<file path="config.mk">
export PLATFORM = sky130hd
export DESIGN_NAME = csi_link_seq
export DESIGN_NICKNAME = d
export VERILOG_FILES = /design/src/rtl/csi_seq_pkg.sv /design/src/rtl/csi_hsfreq_lut.sv /design/src/rtl/csi_wait_timer.sv /design/src/rtl/csi_link_seq.sv
export SDC_FILE = /design/constraint.sdc
export NUM_CORES = 1
export LEC_CHECK = 0
export BUFFER_PORTS_ARGS = -buffer_cell sky130_fd_sc_hd__buf_2
export CAP_MARGIN = 20
export CORE_MARGIN = 2
export CORE_UTILIZATION = 57
export CTS_BUF_LIST = sky130_fd_sc_hd__clkbuf_4 sky130_fd_sc_hd__clkbuf_8
export DETAILED_ROUTE_END_ITERATION = 8
export PLACE_DENSITY = 0.87
export SLEW_MARGIN = 20
export SYNTH_ARGS = -nofsm -noshare
export SYNTH_HDL_FRONTEND = slang
export SYNTH_SLANG_ARGS = --single-unit
</file>
<file path="constraint.sdc">
create_clock -name clk -period 3.4 [get_ports clk]
set_clock_uncertainty 0.1 [all_clocks]
set_input_delay 0.85 -clock clk [delete_from_list [all_inputs] [get_ports clk]]
set_output_delay 0.85 -clock clk [all_outputs]
set_load 0.02 [all_outputs]
</file>
<file path="src/rtl/csi_seq_pkg.sv">
package csi_seq_pkg;

    typedef enum logic [3:0] {
        ST_IDLE, ST_CLKEN, ST_LANES, ST_SHUT, ST_DRST, ST_CRST,
        ST_WSTOP, ST_WCLK, ST_RUN, ST_UN_SENS, ST_UN_RST, ST_UN_CLK
    } seq_state_t;

    typedef enum logic [2:0] {
        RC_OK            = 3'd0,
        RC_NOLINK        = 3'd1,
        RC_RATE          = 3'd2,
        RC_STOP_TMO      = 3'd3,
        RC_CLK_TMO       = 3'd4,
        RC_FULL          = 3'd5,
        RC_NOT_STREAMING = 3'd6
    } res_code_t;

    // status word layout (fixed by the PHY)
    localparam int STAT_W          = 11;
    localparam int STAT_LANE_STOP0 = 4;
    localparam int STAT_HS_CLK     = 8;
    localparam int STAT_CLK_STOP   = 10;

    localparam int SEL_W        = 7;
    localparam int DEFAULT_MBPS = 849;

endpackage

</file>
<file path="src/rtl/csi_hsfreq_lut.sv">
module csi_hsfreq_lut
    import csi_seq_pkg::*;
#(
    parameter int RATE_W = 11
) (
    input  logic              rate_valid,
    input  logic [RATE_W-1:0] rate_mbps,
    output logic [SEL_W-1:0]  sel,
    output logic              in_range
);
    localparam int N_ENT = 29;

    // upper rate limit of each band, ascending
    localparam logic [10:0] LIMIT [N_ENT] = '{
        11'd90,  11'd100, 11'd110, 11'd125, 11'd140, 11'd150, 11'd160,
        11'd180, 11'd200, 11'd210, 11'd240, 11'd250, 11'd270, 11'd300,
        11'd330, 11'd360, 11'd400, 11'd450, 11'd500, 11'd550, 11'd600,
        11'd650, 11'd700, 11'd750, 11'd800, 11'd850, 11'd900, 11'd950,
        11'd1000
    };
    localparam logic [SEL_W-1:0] CODE [N_ENT] = '{
        7'h00, 7'h20, 7'h40, 7'h02, 7'h22, 7'h42, 7'h04,
        7'h24, 7'h44, 7'h06, 7'h26, 7'h46, 7'h08, 7'h28,
        7'h48, 7'h2a, 7'h4a, 7'h0c, 7'h2c, 7'h0e, 7'h2e,
        7'h10, 7'h30, 7'h12, 7'h32, 7'h14, 7'h34, 7'h54,
        7'h74
    };

    logic [RATE_W-1:0] eff_rate;

    always_comb begin
        eff_rate = rate_valid ? rate_mbps : RATE_W'(DEFAULT_MBPS);
        in_range = 1'b0;
        sel      = '0;
        for (int i = 0; i < N_ENT; i++) begin
            if (!in_range && ({{(32-11){1'b0}}, LIMIT[i]} > 32'(eff_rate))) begin
                in_range = 1'b1;
                sel      = CODE[i];
            end
        end
    end

endmodule

</file>
<file path="src/rtl/csi_wait_timer.sv">
module csi_wait_timer #(
    parameter int WAIT_CYCLES = 64
) (
    input  logic clk,
    input  logic rst_n,
    input  logic clr,
    input  logic run,
    output logic expired
);
    localparam int TW = $clog2(WAIT_CYCLES + 1);

    logic [TW-1:0] cnt;

    assign expired = run && (cnt == TW'(WAIT_CYCLES - 1));

    always_ff @(posedge clk or negedge rst_n) begin
        if (!rst_n)
            cnt <= '0;
        else if (clr)
            cnt <= '0;
        else if (run && !expired)
            cnt <= cnt + 1'b1;
    end

endmodule

</file>
<file path="src/rtl/csi_link_seq.sv">
module csi_link_seq
    import csi_seq_pkg::*;
#(
    parameter int MAX_LANES   = 4,
    parameter int WAIT_CYCLES = 64,
    parameter int CNT_W       = 4,
    parameter int RATE_W      = 11,
    localparam int LANE_W     = $clog2(MAX_LANES),
    localparam int NL_W       = LANE_W + 1
) (
    input  logic              clk,
    input  logic              rst_n,
    input  logic              start_req,
    input  logic              stop_req,
    input  logic              src_linked,
    input  logic              out_linked,
    input  logic [NL_W-1:0]   num_lanes,
    input  logic              rate_valid,
    input  logic [RATE_W-1:0] rate_mbps,
    input  logic [10:0]       phy_status,
    output logic [LANE_W-1:0] lane_cfg,
    output logic              phy_shutdown_n,
    output logic              dphy_rst_n,
    output logic              ctrl_rst_n,
    output logic              pix_clk_en,
    output logic              sensor_start,
    output logic [6:0]        hs_range,
    output logic              op_done,
    output logic [2:0]        op_code,
    output logic [CNT_W-1:0]  stream_count
);
    localparam logic [CNT_W-1:0] CNT_FULL = '1;

    seq_state_t state, nxt;
    res_code_t  fail_code;

    logic              linked;
    logic              lut_ok;
    logic [SEL_W-1:0]  lut_sel;
    logic [STAT_W-1:0] stop_need;
    logic              all_stop;
    logic              hs_seen;
    logic              in_wait;
    logic              tmo;
    logic [NL_W-1:0]   lanes_m1;
    logic              stat_unused;

    assign linked      = src_linked && out_linked;
    assign hs_seen     = phy_status[STAT_HS_CLK];
    assign in_wait     = (state == ST_WSTOP) || (state == ST_WCLK);
    assign lanes_m1    = num_lanes - 1'b1;
    assign stat_unused = ^{phy_status[3:0], phy_status[9]};

    // lanes that must show the stop state
    always_comb begin
        stop_need = '0;
        stop_need[STAT_CLK_STOP] = 1'b1;
        for (int n = 0; n < MAX_LANES; n++)
            if (32'(num_lanes) > n)
                stop_need[STAT_LANE_STOP0 + n] = 1'b1;
    end
    assign all_stop = ((phy_status & stop_need) == stop_need);

    csi_hsfreq_lut #(.RATE_W(RATE_W)) u_lut (
        .rate_valid (rate_valid),
        .rate_mbps  (rate_mbps),
        .sel        (lut_sel),
        .in_range   (lut_ok)
    );

    csi_wait_timer #(.WAIT_CYCLES(WAIT_CYCLES)) u_tmr (
        .clk     (clk),
        .rst_n   (rst_n),
        .clr     (state != nxt),
        .run     (in_wait),
        .expired (tmo)
    );

    // next state
    always_comb begin
        nxt = state;
        unique case (state)
            ST_IDLE:    if (start_req && linked) nxt = ST_CLKEN;
            ST_CLKEN:   nxt = lut_ok ? ST_LANES : ST_UN_CLK;
            ST_LANES:   nxt = ST_SHUT;
            ST_SHUT:    nxt = ST_DRST;
            ST_DRST:    nxt = ST_CRST;
            ST_CRST:    nxt = ST_WSTOP;
            ST_WSTOP:   if (all_stop) nxt = ST_WCLK;
                        else if (tmo) nxt = ST_UN_RST;
            ST_WCLK:    if (hs_seen) nxt = ST_RUN;
                        else if (tmo) nxt = ST_UN_SENS;
            ST_RUN:     if (!start_req && stop_req && stream_count == CNT_W'(1))
                            nxt = ST_UN_SENS;
            ST_UN_SENS: nxt = ST_UN_RST;
            ST_UN_RST:  nxt = ST_UN_CLK;
            ST_UN_CLK:  nxt = ST_IDLE;
            default:    nxt = ST_IDLE;
        endcase
    end

    // state register
    always_ff @(posedge clk or negedge rst_n) begin
        if (!rst_n) state <= ST_IDLE;
        else        state <= nxt;
    end

    // outputs and count
    always_ff @(posedge clk or negedge rst_n) begin
        if (!rst_n) begin
            lane_cfg       <= '0;
            phy_shutdown_n <= 1'b0;
            dphy_rst_n     <= 1'b0;
            ctrl_rst_n     <= 1'b0;
            pix_clk_en     <= 1'b0;
            sensor_start   <= 1'b0;
            hs_range       <= '0;
            op_done        <= 1'b0;
            op_code        <= RC_OK;
            stream_count   <= '0;
            fail_code      <= RC_OK;
        end else begin
            op_done <= 1'b0;
            unique case (state)
                ST_IDLE: begin
                    if (start_req) begin
                        if (!linked) begin
                            op_done <= 1'b1;
                            op_code <= RC_NOLINK;
                        end else begin
                            pix_clk_en <= 1'b1;
                            fail_code  <= RC_OK;
                        end
                    end else if (stop_req) begin
                        op_done <= 1'b1;
                        op_code <= RC_NOT_STREAMING;
                    end
                end
                ST_CLKEN: begin
                    hs_range <= lut_sel;
                    if (!lut_ok) fail_code <= RC_RATE;
                end
                ST_LANES: lane_cfg       <= lanes_m1[LANE_W-1:0];
                ST_SHUT:  phy_shutdown_n <= 1'b1;
                ST_DRST:  dphy_rst_n     <= 1'b1;
                ST_CRST:  ctrl_rst_n     <= 1'b1;
                ST_WSTOP: begin
                    if (all_stop)  sensor_start <= 1'b1;
                    else if (tmo)  fail_code    <= RC_STOP_TMO;
                end
                ST_WCLK: begin
                    if (hs_seen) begin
                        stream_count <= CNT_W'(1);
                        op_done      <= 1'b1;
                        op_code      <= RC_OK;
                    end else if (tmo) begin
                        fail_code <= RC_CLK_TMO;
                    end
                end
                ST_RUN: begin
                    if (start_req) begin
                        op_done <= 1'b1;
                        if (stream_count == CNT_FULL) begin
                            op_code <= RC_FULL;
                        end else begin
                            stream_count <= stream_count + 1'b1;
                            op_code      <= RC_OK;
                        end
                    end else if (stop_req) begin
                        if (stream_count > CNT_W'(1)) begin
                            stream_count <= stream_count - 1'b1;
                            op_done      <= 1'b1;
                            op_code      <= RC_OK;
                        end else begin
                            fail_code <= RC_OK;
                        end
                    end
                end
                ST_UN_SENS: sensor_start <= 1'b0;
                ST_UN_RST: begin
                    phy_shutdown_n <= 1'b0;
                    dphy_rst_n     <= 1'b0;
                    ctrl_rst_n     <= 1'b0;
                end
                ST_UN_CLK: begin
                    pix_clk_en   <= 1'b0;
                    stream_count <= '0;
                    op_done      <= 1'b1;
                    op_code      <= fail_code;
                end
                default: ;
            endcase
        end
    end

endmodule

</file>
**Yosys cells after proc, flatten, opt, wreduce, memory -nomap -nowiden**

Cells that the tools add are included.

- Shift-type cells: 0
- Reductions and logical operators: 80
- Bitwise gates (word level): 1
- Multipliers: 0
- Div/mod/pow operators: 0
- $lt $le $gt $ge: 34
- Equality and inequality tests: 33
- Multiplexer cells: 114
- Add/subtract/negate cells: 4

Operator list:

| operator | count |
|---|---|
| $mux 7 | 29 |
| $gt 10x11->1 const A | 10 |
| $gt 8x11->1 const A | 8 |
| $gt 9x11->1 const A | 7 |
| $mux 3 | 18 |
| $mux 4 | 12 |
| $gt 7x11->1 const A | 4 |
| $pmux 4 s11 | 1 |
| $mux 1 | 43 |
| $logic_and 1x1->1 | 34 |
| $logic_not 1->1 | 30 |
| $eq 4x4->1 const B | 5 |
| $ne 2x2->1 const B | 10 |
| $eq 4x3->1 const B | 4 |
| $ne 3x3->1 const B | 5 |
| $pmux 3 s5 | 1 |
| $pmux 3 s4 | 1 |
| $pmux 4 s3 | 1 |
| $reduce_bool 2->1 | 6 |
| $and 11x11->11 | 1 |
| $eq 11x11->1 | 1 |
| $mux 11 | 1 |
| $reduce_and 11->1 | 1 |
| $pmux 1 s2 | 5 |
| other kinds (23) | 28 |

- Bits in read-only memories: 0
- Register bits: 36
- Bits in latches: 0
- Memories: 0
- Bits of input ports: 32
- Output and inout port bits: 22
- Word-level logic and storage cells: 279
- RAM bits: 0

**Longest topological paths before layout**

Gate-level depths: netlist of run 1.

- Depth after elaboration: 91
- Gate-level depth with buffers: 9
- Gate-level depth less buffers: 8

**By module**

Synthesis of run 1 repeated with hierarchy kept, for this count alone.

- Cells, all modules: 460
- Area, all modules: 3557.2 um^2

By module, submodules not included:

| module | area each (um^2) | sequential area each (um^2) | times used | cells each |
|---|---|---|---|---|
| csi_link_seq | 1744.2 | 725.7 | 1 | 192 |
| csi_hsfreq_lut | 1422.6 | 0.0 | 1 | 229 |
| csi_wait_timer | 390.4 | 175.2 | 1 | 39 |

**Least setup slack after synthesis of run 1**

OpenSTA, ideal clock, no wires.

- Path type: in2reg
- Start: in rate_mbps[1]
- End: reg hs_range[5]
- Arrival time: 2933 ps
- Data required time: 3174 ps
- Path buffers: 2
- Stages: 8
- Library setup time: 126 ps
- Setup slack: 241 ps
- Path through: buf_6 -> or3_1 -> buf_2 -> or4b_1 -> o311ai_1 -> nor2_2 -> or4_1 -> o32a_1

- Word-level cells in the longest chain between the ends: 87
- Elaborated cells between the ends (all ways): 142
- Those cells by class: order compare: 29; mux: 57; reduce/logical: 56

Ends and longest elaborated chain:

| item | RTL line | source |
|---|---|---|
| start, declared | csi_link_seq.sv:19 | `input logic [RATE_W-1:0] rate_mbps,` |
| $mux 11 * | csi_hsfreq_lut.sv:32 | `eff_rate = rate_valid ? rate_mbps : RATE_W'(DEFAULT_MBPS);` |
| $gt 7x11->1 | csi_hsfreq_lut.sv:36 | `if (!in_range && ({{(32-11){1'b0}}, LIMIT[i]} > 32'(eff_rate))) begin` |
| $mux 1 | csi_hsfreq_lut.sv:36 |  |
| $logic_not 1->1 | csi_hsfreq_lut.sv:36 |  |
| $logic_and 1x1->1 | csi_hsfreq_lut.sv:36 |  |
| $mux 1 | csi_hsfreq_lut.sv:36 |  |
| $logic_not 1->1 | csi_hsfreq_lut.sv:36 |  |
| $logic_and 1x1->1 | csi_hsfreq_lut.sv:36 |  |
| [... 71 more ...] | n/a |  |
| $logic_and 1x1->1 | csi_hsfreq_lut.sv:36 |  |
| $mux 1 | csi_hsfreq_lut.sv:36 |  |
| $logic_not 1->1 | csi_hsfreq_lut.sv:36 |  |
| $logic_and 1x1->1 | csi_hsfreq_lut.sv:36 |  |
| $mux 1 | csi_hsfreq_lut.sv:36 |  |
| $logic_not 1->1 | csi_hsfreq_lut.sv:36 |  |
| $logic_and 1x1->1 | csi_hsfreq_lut.sv:36 |  |
| $mux 7 * | csi_hsfreq_lut.sv:36 |  |
| end signal, assigned | csi_link_seq.sv:140 | `hs_range <= lut_sel;` |
| end, declared | csi_link_seq.sv:27 | `output logic [6:0] hs_range,` |

Every way passes the cells marked *; elsewhere a longest branch is shown, timed or not.
A chain may end at the register's enable or synchronous reset.

**Worst setup path after layout of run 1**

- Start: in rate_mbps[2]
- End: reg hs_range[5]

Same word-level chain as after synthesis.

==> results of run 1 <==
-- layer usage --
metal  part of all wire [%]  wire length (um)  track usage (%)  vias to the layer above
met3                     13              1410             10.0                       32
met4                    3.0               330             9.83                        0
met2                     42              4630             50.0                      319
met5                      0                 0                0                        -
met1                     42              4650             50.6                     1868
li1                       -                 -                -                     1781
-- worst max-delay path, delay by kind of cell --
kind	cells	cell delay, ns
AND/OR/NAND/NOR	4	1.57
AO/OA/AOI/OAI	2	0.43
buffers and inverters	2	0.29
-- placed cells by master, fill, tap and decap left out, drive strengths merged, types with 5 or more instances in the layout --
cell	n
a31oi	15
ha	7
buf	78
inv	15
nand2	35
nand3	21
nand2b	7
nand4	10
o21ai	21
o31ai	5
xor2	6
nor3	19
nor4	6
clkbuf	5
nor2	47
nor2b	11
o211ai	5
a21oi	29
nor3b	7
mux2	7
or4	5
dfrtp	35
a21o	6
-- power by group --
group / internal [mW] / switching [mW] / leakage, nW
Sequential: 0.559 / 0.215 / 0.431
Clock: 0.140 / 0.155 / 0.0477
Combinational: 0.497 / 0.767 / 1.12
Total: 1.20 / 1.14 / 1.60
-- kinds of logic after synthesis --
logic type | share of synthesized area [%]
compound gates | 27.2
xor+xnor | 2.36
fa+ha+maj | 2.62
buf+inv | 5.80
flops | 26.2
mux | 3.56
other cells | 0.112
simple gates | 32.1
-- state kept, by name (all words and copies together) (netlist names), 2 cells and up --
register      flops
lane_cfg          2
state             4
op_code           3
stream_count      4
fail_code         3
u_tmr.cnt         7
hs_range          6
-- cells in the mapped netlist, drive strengths merged (4+ instances only) --
library cell,count,area (um2)
nand2,35,131
nor3,19,95.1
xor2,6,52.6
ha,7,87.6
nor2,47,179
nand3,21,105
nor4,6,37.5
o31ai,5,37.5
o21ai,21,105
mux2i,4,40.0
clkbuf,26,97.6
a21o,6,45.0
or3,4,25.0
buf,7,40.0
o31a,4,35.0
a31oi,15,93.8
or4,5,37.5
inv,15,56.3
o211ai,5,42.5
nor4b,4,35.0
a22oi,4,30.0
dfrtp,35,876
nand4,10,62.6
nor2b,11,68.8
a21oi,29,145
nand2b,7,43.8
mux2,7,78.8
nor3b,7,52.6
-- stage by stage --
step	instances	hold WS (ns)	instance area (um2)
CTS	569	0.399	3850
global placement	561	0.378	3760
floorplan	444	0.364	3340
detailed placement	561	0.382	3760
finish	569	0.394	3850
global route	569	0.416	3850
-- layout make-up --
cell class                 count  area (um2)
multi-input combinational    361        2270
fill                         480        1730
sequential                    35         876
timing repair buffer          78         468
tap                           72        90.1
clock buffer                   5        68.8
inverter                      15        56.3
clock inverter                 3        15.0
-- worst min path at each step --
stage	startpoint	end	slack (ns)
final	hs_range[5]	hs_range[5]	0.39
after global routing	hs_range[5]	hs_range[5]	0.42
after CTS	hs_range[5]	hs_range[5]	0.40
after detailed placement	hs_range[5]	hs_range[5]	0.38
after global placement	ctrl_rst_n	ctrl_rst_n	0.38
after floorplan	fail_code[0]	fail_code[0]	0.36
==> summary.md, run 1 <==
| Metric | Value |
|---|---|
| Postcts setup bufs | 0 |
| Layout cells sized above 1 | between 10% and 20% |
| Final hold violations | 0 |
| Reg2reg end | op_code[1] |
| Sink Count | 35 |
| Post-route DRC | 0 |
| Largest net degree at the start of global routing | 36 |
| Io pins | 54 |
| Chip Width | 80.6 um |
| Tightest Hold Check Type | reg -> reg |
| Worst-path clk slew | 0.07 ns |
| Vias in the first global route | 3482 |
| CTS tree | yes |
| Post-synth EDFFs | 0 |
| Critical path required time | 3.48 ns |
| CTS root buf | clkbuf_8 |
| Final WS setup | between 0.3 and 0.4 ns |
| Number of max-cap violations | 0 |
| Critical R2R Launch | stream_count[0] |
| Seq/Total Area, Yosys | 26.2% |
| Total number of vias | 4000 |
| Slew @ Worst Pin | 0.785 ns |
| CP startpoint kind | input pin |
| Reg2Reg Setup Slack | 0.66 ns |
| Core area | between 5000 and 6000 um2 |
| Synth async-reset ratio | 100% |
| Wire length per cell | 19.4 um |
| Worst IR Drop VDD | 0.424 mV |
| Drt pass-1 iters | 6 |
| Post-CTS resize count | 0 |
| Overall Global Routing Usage | 34.8% |
| CTS buffer count | 5 |
| Hold depth | 1 |
| Unrepaired setup endpoints after global routing | no |
| H-tree levels | 2 |
| CP Cell Sequence | buf_2 > or3_1 > or4b_1 > o311ai_1 > buf_4 > nor2_2 > or4_1 > o32a_1 |
| Main synth FF type | dfrtp_1 |
| RD Place Congestion | 1.00 |
| Cells after Synth | about 440 |
| Post-Place Worst Slack | roughly 0.068 ns |
| Die Area | between 6000 and 7000 um2 |
| Setup TNS | 0 ns |
| CP Max Fanout | 4 |
| Crit path to | hs_range[5] |
| Fin crit share | 90.2% |
| Finished Core Util | 69.0% |
| CP Class | in -> reg |
| Routed wire length | 11.0 mm |
| Die Y | slightly above 80 um |
| CP arrival | 3.15 ns |
| Crit-path slowest cell | or4_1 |
| Max Fclk | 326 MHz |
| Yosys warnings | 0 |
| Antenna Violating Nets Remaining | 0 |
| Layout net count | 535 |
| Fin. max-slew vios | 0 |
| Number of synthesized register bits | 35 |
| Antenna violations before repair | 0 |
| Port bufs | 47 |
| Vias per cell | 7.03 |
| Relative slew margins | 47.7% |
| HPWL reported at the end of detailed placement | between 8 and 9 mm |
| Worst-skew pair later-pin latency | 0.29 ns |
| Crit. Startpoint | rate_mbps[2] |
| Starting density of the core | approximately three fifths |
| Syn_nets | 483 |
| Fin crit period | 3.07 ns |
| Hold-fix buffers at CTS | 0 |
| CP Capture Type | register |
| GR Overflow Total | 0 |
| Setup violations, final | 0 |
| Avg Inst Size Synth | roughly 7.5 um2 |
| Synthesis-to-finish area growth | 15.1% |
| Power Density | 607 nW/um2 |
| Iter 0 DRT Violations | 644 |
| Ant diodes | 0 |
| First-pass GRT wire length | ~17 mm |
| Clock Path Buffers | 2 |
| Power consumption | 2.33 mW |
| Cell variety after synth | 71 |
| Outcome | complete, no violations |
| Leak | between 1.5 and 2 nW |
| Largest stage delay, worst path | 0.55 ns |
| R2R cell count | 9 |
| Num rows | 27 |
| Synthesized cell area | 3340 um2 |
(Power assumes the default switching activity.)
==> run 2: changes to the inputs <==
==> constraint.sdc (replaced) <==
create_clock -name clk -period 3.4 [get_ports clk]
set_clock_uncertainty 0.1 [all_clocks]
set_input_delay 0.68 -clock clk [delete_from_list [all_inputs] [get_ports clk]]
set_output_delay 0.68 -clock clk [all_outputs]
set_load 0.02 [all_outputs]
==> summary.md, run 2 (synthesis gave the netlist of run 1 again) <==
| Metric | Value |
|---|---|
| CP arrival | roughly 3 ns |
| CP Max Fanout | 8 |
| Register area | ~900 um2 |
| Fin area | roughly 3800 um2 |
| Metal2 WL | 4.62 mm |
| First-pass GRT wire length | 16.8 mm |
| Outcome | complete, no violations |
| Vias per cell | 6.93 |
| Max Fclk | 342 MHz |
| Ant diodes | 0 |
| Num rows | 27 |
| Finished Core Util | 67.9% |
| Largest stage delay, worst path | 0.57 ns |
| Sink Count | 35 |
| Most frequent cells in the layout | buf_2 (47), nor2_1 (46), nand2_1 (35), dfrtp_1 (35), a21oi_1 (29) |
| H-tree levels | 2 |
| Layout net count | 524 |
| Worst-skew pair later-pin latency | 0.30 ns |
| Layout cells sized above 1 | around 18% |
| Unrepaired setup endpoints after global routing | no |
| Final Non-Filler Cells | 558 |
| Placed Cells incl. Taps | 550 |
| CP Class | in -> reg |
| Hold-fix buffers at CTS | 0 |
| Buffers and inverters on the worst path | 1 |
| RD Place Congestion | 1.03 |
| Clock Path Buffers | 2 |
| CTS tree | yes |
| Fin crit share | 86.1% |
| Metal1 wirelength | ~4.4 mm |
| Area post-placement | about 3700 um2 |
| Fin crit period | about 3 ns |
| Core area | ~5600 um2 |
| Vias in the first global route | ~3400 |
| Antenna violations before repair | 0 |
| HPWL reported at the end of detailed placement | approximately 7.8 mm |
| Antenna Violating Nets Remaining | 0 |
| Largest net degree at the start of global routing | 36 |
| Synthesis-to-finish area growth | 13.2% |
| Leak | 1.55 nW |
| CP Capture Type | register |
| CP Cell Sequence | buf_2 > or3_1 > or4b_1 > o311ai_1 > nor2_2 > or4_1 > o32a_1 |
| Chip Width | 80.6 um |
| Power Density | 625 nW/um2 |
| CTS root buf | clkbuf_8 |
| Max FFs per register | 7 |
| Routed wire length | 10.7 mm |
| GR Overflow Total | 0 |
| Post-CTS resize count | 0 |
| Biggest register | u_tmr.cnt |
| Wire length per cell | 19.2 um |
| Top Registers | u_tmr.cnt (7), hs_range (6) |
| Overall Global Routing Usage | 33.5% |
| Top Metal Used | met4 |
| Fin. max-slew vios | 0 |
| Fill cells | 469 |
| Worst IR Drop VDD | 0.424 mV |
| Post-route DRC | 0 |
| Tightest Hold Check Type | in -> async |
| Crit-path slowest cell | or4b_1 |
| Setup TNS | 0 ns |
| Drt pass-1 iters | 6 |
| Relative slew margins | 47.6% |
| Multi-input logic area | 2270 um2 |
| Commonest non-fill, non-tap cell in the layout | buf_2 |
| Routed wl met3 | 1.39 mm |
| Io pins | 54 |
| Slew @ Worst Pin | 0.786 ns |
| Iter 0 DRT Violations | 598 |
| CTS buffer count | 5 |
| Total number of vias | 3865 |
| CP startpoint kind | input pin |
| Final hold violations | 0 |
| Port bufs | 47 |
| Postcts setup bufs | 0 |
| Die Y | 80.6 um |
| Top delay family on crit path | simple AND/OR/NAND/NOR gates |
| Die Area | 6490 um2 |
| Starting density of the core | between 50% and 60% |
| Critical path required time | 3.48 ns |
| Number of max-cap violations | 0 |
| Worst-path clk slew | 0.07 ns |
| Setup violations, final | 0 |
## run 2: metrics by stage
| stage | worst slack, ns | hold slack, ns | power (mW) |
|---|---|---|---|
| final | 0.473 | 0.361 | 2.37 |
| after global routing | 0.418 | 0.422 | 2.54 |
| after CTS | 0.505 | 0.386 | 2.34 |
| after detailed placement | 0.203 | 0.370 | 1.99 |
| after global placement | 0.246 | 0.376 | 1.94 |
| after floorplan | 0.411 | 0.284 | 1.62 |
## run 2: final cells by class
class                      count  share of cell area (%)
clock buffer                   8                    2.74
inverter                      15                    1.49
multi-input combinational    361                    60.1
sequential                    35                    23.1
tap                           72                    2.38
timing repair buffer          67                    10.2
## run 2: per-layer routing
layer	vias to the layer above	global-route usage, %
li1	1765	-
met1	1775	47.1
met2	284	51.0
met3	41	8.31
met4	0	9.15
met5	-	0
## run 2: final timing paths
check                             start               to  slack, ns  depth (start not counted)
max in group asynchronous         rst_n     u_tmr.cnt[2]       2.34                          1
hold reg to reg             hs_range[3]      hs_range[3]       0.40                          2
min in group clk            hs_range[3]      hs_range[3]       0.40                          2
setup reg to reg               state[1]     u_tmr.cnt[3]       0.67                          6
setup / recovery           rate_mbps[2]      hs_range[5]       0.47                          7
hold / removal                    rst_n  stream_count[1]       0.36                          1
## run 2: where the power goes
group / switching (mW) / total, mW / internal (mW)
clock: 0.155 / 0.348 / 0.193
combinational: 0.764 / 1.25 / 0.489
sequential: 0.206 / 0.765 / 0.559
total: 1.12 / 2.37 / 1.24
